--- config.mk ---
export PLATFORM = sky130hd
export DESIGN_NAME = rxq_request_top
export DESIGN_NICKNAME = d
export VERILOG_FILES = /design/src/rtl/rxq_pkg.sv /design/src/rtl/rxq_req_ctrl.sv /design/src/rtl/rxq_assembler.sv /design/src/rtl/rxq_request_top.sv
export SDC_FILE = /design/constraint.sdc
export NUM_CORES = 1
export LEC_CHECK = 0
export ABC_CLOCK_PERIOD_IN_PS = 2970
export BUFFER_PORTS_ARGS = -buffer_cell sky130_fd_sc_hd__buf_2
export CAP_MARGIN = 10
export CORE_ASPECT_RATIO = 2
export CORE_MARGIN = 4
export CORE_UTILIZATION = 50
export DETAILED_ROUTE_END_ITERATION = 10
export PLACE_DENSITY = 0.73
export SLEW_MARGIN = 30
export SYNTH_ARGS = -nofsm -noshare
export SYNTH_HDL_FRONTEND = slang
export SYNTH_SLANG_ARGS = --single-unit
--- constraint.sdc ---
create_clock -name clk -period 2.97 [get_ports clk]
set_input_delay 0.297 -clock clk [delete_from_list [all_inputs] [get_ports clk]]
set_output_delay 0.297 -clock clk [all_outputs]
set_load 0.05 [all_outputs]
--- src/rtl/rxq_pkg.sv ---
package rxq_pkg;
  localparam int RXQ_CNT_W      = 16;
  localparam int RXQ_BYTE_W     = 8;
  localparam int RXQ_WORD_BYTES = 4;
  localparam int RXQ_WORD_W     = RXQ_BYTE_W * RXQ_WORD_BYTES;
  localparam int RXQ_BV_W       = $clog2(RXQ_WORD_BYTES + 1);
  localparam int RXQ_BIT_IDX_W  = $clog2(RXQ_BYTE_W);

  typedef struct packed {
    logic [RXQ_WORD_W-1:0] data;
    logic [RXQ_BV_W-1:0]   nbytes;
  } rxq_word_t;

  // Keep the low nbytes byte lanes of a word, clear the rest.
  function automatic logic [RXQ_WORD_W-1:0] rxq_lane_mask(
    input logic [RXQ_BV_W-1:0] nbytes);
    logic [RXQ_WORD_W-1:0] m;
    m = '0;
    for (int k = 0; k < RXQ_WORD_BYTES; k++) begin
      if (k < int'(nbytes)) m[k*RXQ_BYTE_W +: RXQ_BYTE_W] = '1;
    end
    return m;
  endfunction

  // Remaining-count update: a load wins over a byte completion.
  function automatic logic [RXQ_CNT_W-1:0] rxq_todo_next(
    input logic [RXQ_CNT_W-1:0] todo,
    input logic                 load,
    input logic [RXQ_CNT_W-1:0] count,
    input logic                 byte_done);
    if (load)                          return count;
    else if (byte_done && todo != '0)  return todo - 1'b1;
    else                               return todo;
  endfunction
endpackage

--- src/rtl/rxq_req_ctrl.sv ---
module rxq_req_ctrl
  import rxq_pkg::*;
#(
  parameter int CNT_W = RXQ_CNT_W
) (
  input  logic             clk,
  input  logic             rst_n,
  input  logic             req_wr,
  input  logic [CNT_W-1:0] req_bytes,
  input  logic             byte_done,
  output logic [CNT_W-1:0] todo,
  output logic             busy,
  output logic             req_load,
  output logic             final_byte,
  output logic             done_pulse
);
  localparam logic [CNT_W-1:0] ONE = CNT_W'(1);

  logic [CNT_W-1:0] todo_q;

  assign req_load   = req_wr && (req_bytes != '0);
  assign final_byte = byte_done && (todo_q == ONE) && !req_load;
  assign busy       = (todo_q != '0);
  assign todo       = todo_q;

  always_ff @(posedge clk or negedge rst_n) begin
    if (!rst_n) begin
      todo_q     <= '0;
      done_pulse <= 1'b0;
    end else begin
      todo_q     <= CNT_W'(rxq_todo_next(RXQ_CNT_W'(todo_q), req_load,
                                         RXQ_CNT_W'(req_bytes), byte_done));
      done_pulse <= final_byte;
    end
  end

  AST_TODO_STEP: assert property (@(posedge clk) disable iff (!rst_n)
    byte_done && !req_load |=> todo_q == $past(todo_q) - ONE);
  AST_REQ_LOAD: assert property (@(posedge clk) disable iff (!rst_n)
    req_load |=> todo_q == $past(req_bytes));
  AST_ZERO_REQ_IGNORED: assert property (@(posedge clk) disable iff (!rst_n)
    req_wr && req_bytes == '0 && !byte_done |=> $stable(todo_q));
  AST_NO_BYTE_WHEN_IDLE: assert property (@(posedge clk) disable iff (!rst_n)
    todo_q == '0 |-> !byte_done);
  AST_DONE_AT_ZERO: assert property (@(posedge clk) disable iff (!rst_n)
    done_pulse |-> todo_q == '0);
  AST_DONE_ONE_CYCLE: assert property (@(posedge clk) disable iff (!rst_n)
    done_pulse |=> !done_pulse);
endmodule

--- src/rtl/rxq_assembler.sv ---
module rxq_assembler
  import rxq_pkg::*;
#(
  parameter int WORD_BYTES = RXQ_WORD_BYTES,
  parameter int BYTE_W     = RXQ_BYTE_W
) (
  input  logic      clk,
  input  logic      rst_n,
  input  logic      take,
  input  logic      bit_in,
  input  logic      final_byte,
  output logic      byte_done,
  output logic      push,
  output rxq_word_t word
);
  localparam int WORD_W = WORD_BYTES * BYTE_W;
  localparam int BIDX_W = $clog2(BYTE_W);
  localparam logic [BIDX_W-1:0]   LAST_BIT  = BIDX_W'(BYTE_W - 1);
  localparam logic [RXQ_BV_W-1:0] LAST_LANE = RXQ_BV_W'(WORD_BYTES - 1);

  logic [WORD_W-1:0]   acc_q;
  logic [WORD_W-1:0]   acc_next;
  logic [BIDX_W-1:0]   bit_cnt_q;
  logic [RXQ_BV_W-1:0] lane_cnt_q;
  logic [RXQ_BV_W-1:0] lanes_filled;
  logic                word_full;
  logic                flush;

  assign acc_next     = {acc_q[WORD_W-2:0], bit_in};
  assign byte_done    = take && (bit_cnt_q == LAST_BIT);
  assign word_full    = byte_done && (lane_cnt_q == LAST_LANE);
  assign flush        = word_full || final_byte;
  assign lanes_filled = lane_cnt_q + 1'b1;

  always_ff @(posedge clk or negedge rst_n) begin
    if (!rst_n) begin
      acc_q      <= '0;
      bit_cnt_q  <= '0;
      lane_cnt_q <= '0;
      push       <= 1'b0;
      word       <= '0;
    end else begin
      push <= flush;
      if (take) begin
        acc_q     <= acc_next;
        bit_cnt_q <= bit_cnt_q + 1'b1;
      end
      if (flush) begin
        word.data   <= acc_next & RXQ_WORD_W'(rxq_lane_mask(lanes_filled));
        word.nbytes <= lanes_filled;
        lane_cnt_q  <= '0;
      end else if (byte_done) begin
        lane_cnt_q  <= lanes_filled;
      end
    end
  end

  AST_BV_RANGE: assert property (@(posedge clk) disable iff (!rst_n)
    push |-> (word.nbytes >= 1 && word.nbytes <= RXQ_BV_W'(WORD_BYTES)));
  AST_PUSH_PULSE: assert property (@(posedge clk) disable iff (!rst_n)
    push |=> !push);
  AST_LANE_BOUND: assert property (@(posedge clk) disable iff (!rst_n)
    lane_cnt_q < RXQ_BV_W'(WORD_BYTES));
  AST_FINAL_ON_BYTE: assert property (@(posedge clk) disable iff (!rst_n)
    final_byte |-> byte_done);
endmodule

--- src/rtl/rxq_request_top.sv ---
module rxq_request_top
  import rxq_pkg::*;
#(
  parameter int CNT_W = RXQ_CNT_W
) (
  input  logic                  clk,
  input  logic                  rst_n,
  input  logic                  req_wr,
  input  logic [CNT_W-1:0]      req_bytes,
  output logic                  shift_en,
  input  logic                  rx_bit_vld,
  input  logic                  rx_bit,
  input  logic                  fifo_full,
  output logic                  fifo_push,
  output logic [RXQ_WORD_W-1:0] fifo_word,
  output logic [RXQ_BV_W-1:0]   fifo_bytes_vld,
  output logic [CNT_W-1:0]      todo_bytes,
  output logic                  rx_done
);
  logic      busy;
  logic      take;
  logic      byte_done;
  logic      req_load;
  logic      final_byte;
  rxq_word_t word;

  assign shift_en = busy && !fifo_full;
  assign take     = rx_bit_vld && shift_en;

  rxq_req_ctrl #(.CNT_W(CNT_W)) u_ctrl (
    .clk        (clk),
    .rst_n      (rst_n),
    .req_wr     (req_wr),
    .req_bytes  (req_bytes),
    .byte_done  (byte_done),
    .todo       (todo_bytes),
    .busy       (busy),
    .req_load   (req_load),
    .final_byte (final_byte),
    .done_pulse (rx_done)
  );

  rxq_assembler #(.WORD_BYTES(RXQ_WORD_BYTES), .BYTE_W(RXQ_BYTE_W)) u_asm (
    .clk        (clk),
    .rst_n      (rst_n),
    .take       (take),
    .bit_in     (rx_bit),
    .final_byte (final_byte),
    .byte_done  (byte_done),
    .push       (fifo_push),
    .word       (word)
  );

  assign fifo_word      = word.data;
  assign fifo_bytes_vld = word.nbytes;

  AST_NO_SHIFT_WHEN_FULL: assert property (@(posedge clk) disable iff (!rst_n)
    fifo_full |-> !shift_en);
  AST_PARTIAL_ONLY_LAST: assert property (@(posedge clk) disable iff (!rst_n)
    fifo_push && fifo_bytes_vld != RXQ_BV_W'(RXQ_WORD_BYTES) |-> todo_bytes == '0);
  AST_LOAD_STARTS: assert property (@(posedge clk) disable iff (!rst_n)
    req_load && !fifo_full |=> shift_en || fifo_full);
endmodule

==> out/summary.md <==
### Run status
• status: finished with violations
• violations in the final reports: negative hold slack

### Place
• post-DP HPWL: 6050 µm
• Placement Cell Area: 0.00441 mm²
• worst slack after detailed placement: 0.147 ns
• final weighted congestion of routability-driven global placement: 0.842
• total of buffers placed on input and output ports: 75
• placed cell count: 464

### Timing
• final setup skew: 0.00709 ns
• Post-Route Hold Slack: -0.0276 ns
• Setup TNS: 0 ns
• setup repair after global routing missed its margin: false
• Final Critical Period: 2.79 ns
• headroom to the max-slew limit: 49.4%
• final number of setup-violating endpoints: 0
• final hold violation count: 29
• fmax: 0.359 GHz
• share of the clock period used by the worst path after layout: 93.9%
• Worst Tran Pin Value: 0.759 ns
• number of slew-limit violations in the final report: 0
• final setup slack of the worst path: 0.182 ns

### Floorplanning
• Die Wd: 70.7 µm
• Boundary Pins: 76
• core footprint: 0.00766 mm²
• number of rows in the core area: 45
• initial standard-cell utilization of the core: 51.4%
• area enclosed by the die boundary: 0.00944 mm²
• Die Span Y: 133 µm

### Clock tree
• number of buffers added for setup after CTS: 0
• Num Clock Sinks: 90
• number of H-tree branching levels: 3
• insertion delay of the later-clocked pin in the worst-skew pair: 0.33 ns
• cts bufs inserted: 9
• Clock Pin Slew Worst Setup and Hold Paths: 0.06 ns
• clk root buf: clkbuf_16
• CTS tree: built
• hold buffer count at cts: 0
• count of instances resized after the clock tree is built: 0
• CTS max path bufs: 2

### Setup path
• nature of the critical path endpoint: flop
• data required time of the worst path: 3.19 ns
• Register-to-Register Setup Slack: 0.18 ns
• crit path DAT: 3.01 ns
• kind of start point of the critical path: flop
• critical path peak fanout: 11
• Critical Setup Path Class: reg2reg

### Cells and area
• non-filler instance count after layout: 480
• share of layout cells above drive strength 1: 39.1%
• diode insertion count for antenna repair: 0
• synthesis-to-finish area growth: 19.9%
• net total in the final layout: 410
• post-route standard cell area excluding fillers: 0.00472 mm²
• most common cell after layout, fill and taps aside: dfrtp_1
• highest-count cells in the layout ignoring fill and taps: 90 x dfrtp_1, 74 x buf_2, 44 x mux2_2

### Drt
• Post-Route M1 WL: 3110 µm
• via-per-instance ratio: 5.82
• DRC violations left: 0
• sum of met3 wire segment lengths after detailed routing: 515 µm
• uppermost signal routing layer after detailed routing: met4
• first-pass iteration count of the detailed router: 4
• detailed router's first-iteration violation count: 153
• detailed-route wire length per cell: 17.6 µm
• met2 wire length: 4490 µm
• DR vias: 2794
• antenna-violating nets left: 0
• total length of routed wires: 8460 µm

### Synth
• average size of a mapped cell: 13.1 µm²
• synthesized netlist cell count: 301
• Yosys warnings: 0
• flip-flop and latch count after synthesis: 90
• number of enable flip-flop cells after synthesis: 0
• library cells used by synthesis: 43
• flip-flop cell with the highest count after synthesis: dfrtp_1
• post-synth top area cell: dfrtp_1
• sequential cell area fraction in the yosys report: 57.2%
• async set-or-reset flop fraction in the synthesized netlist: 100%
• cell area after technology mapping: 0.00394 mm²
• portion of synthesized cell area occupied by the leading cell type: 57.2%
• largest cells by area after synthesis: dfrtp_1 57%, mux2_2 13%, a22o_1 5.8%
• Net Count, Synth: 329

### Power and ir drop
• portion of total power attributed to the clock network: 35.4%
• worst supply voltage drop on vdd: 419 µV
• share of power burned in registers: 47.1%
• net switching power: 901 µW
• Static Leakage: 0.00237 µW
• Switching Fraction: 27.7%
• Internal Dissipation: 2350 µW
• share of power burned in combinational logic: 17.6%
• power per standard cell area: 688 mW/mm²

### Global routing
• total routing resource utilization after global routing: 19.2%
• antenna violations before repair: 0
• largest net degree at the start of global routing: 91
• GR Overflow Total: 0
• via count of the first global-routing pass: 2846
• global-route wire length before repair: 14100 µm

### Job
• max cap viols: 0

### Worst hold path
• class of the tightest hold or removal check: in2async

metrics by stage:
step	utilization, %	power [µW]
3_3_place_gp	57.5	2100
2_1_floorplan	-	1940
3_5_place_dp	57.5	2130
5_1_grt	61.6	3420
6_report	61.6	3250
4_1_cts	61.5	3290
sequential cells by signal, summed over array words and instances (netlist names):
register           count
u_asm.bit_cnt_q        3
u_asm.lane_cnt_q       3
u_asm.word            35
u_asm.push             1
u_ctrl.todo           16
u_asm.acc_q           31
u_ctrl.done_pulse      1
kinds of logic after synthesis:
family,synth area share (%)
buffers and inverters,2.92
DFF,57.2
AOI/OAI and AO/OA,9.98
and+or+nand+nor,11.1
adders and majority gates,1.91
xor gates and xnor gates,3.12
muxes,13.7
layer usage:
metal	global-route usage [%]	vias to the layer above
li1	-	1267
met1	22.2	1404
met2	30.8	95
met5	0	-
met3	5.44	28
met4	12.3	0
critical path, cell delays in order (launching register included):
cell	delay (ns)
dfrtp_1	0.41
inv_1	0.12
ha_1	0.25
or4b_2	0.63
or4_4	0.46
nand3_2	0.16
and2_4	0.27
mux2_2	0.36
synth_stat cells (all sizes together), types with 5 or more instances:
master and n:
nor2b 9, nor4 11, a22o 26, inv 5
dfrtp 90, o21ai 15, nor2 6, nand2 16
nor3 7, ha 6, mux2 47, xnor2 14
buf 8
power by group through the flow:
stage | clock (µW) | combinational [µW] | sequential (µW)
floorplan | 0 | 305 | 1640
global placement | 0 | 561 | 1540
detailed placement | 0 | 581 | 1550
CTS | 1180 | 583 | 1530
global route | 1240 | 633 | 1550
finish | 1150 | 571 | 1530
area by class of cell:
type | count | area [µm²]
sequential | 90 | 2250
tap | 94 | 118
fill | 636 | 2940
clock inverter | 2 | 35.0
clock buffer | 13 | 270
multi-input combinational | 195 | 1580
inverter | 5 | 18.8
timing repair buffer | 81 | 448
path summary, 6_finish.rpt:
| path | startpoint | end | cells after the start |
|---|---|---|---|
| max | u_ctrl.todo[0] | u_asm.word[31] | 7 |
| min | rst_n | u_ctrl.todo[10] | 2 |
| max reg2reg | u_ctrl.todo[0] | u_asm.word[31] | 7 |
| min reg2reg | u_asm.lane_cnt_q[2] | u_asm.lane_cnt_q[2] | 1 |
| max in group asynchronous | rst_n | u_asm.acc_q[18] | 2 |
| min in group clk | req_bytes[5] | u_ctrl.todo[5] | 3 |
Note: power is estimated with default switching activity, not from simulation.
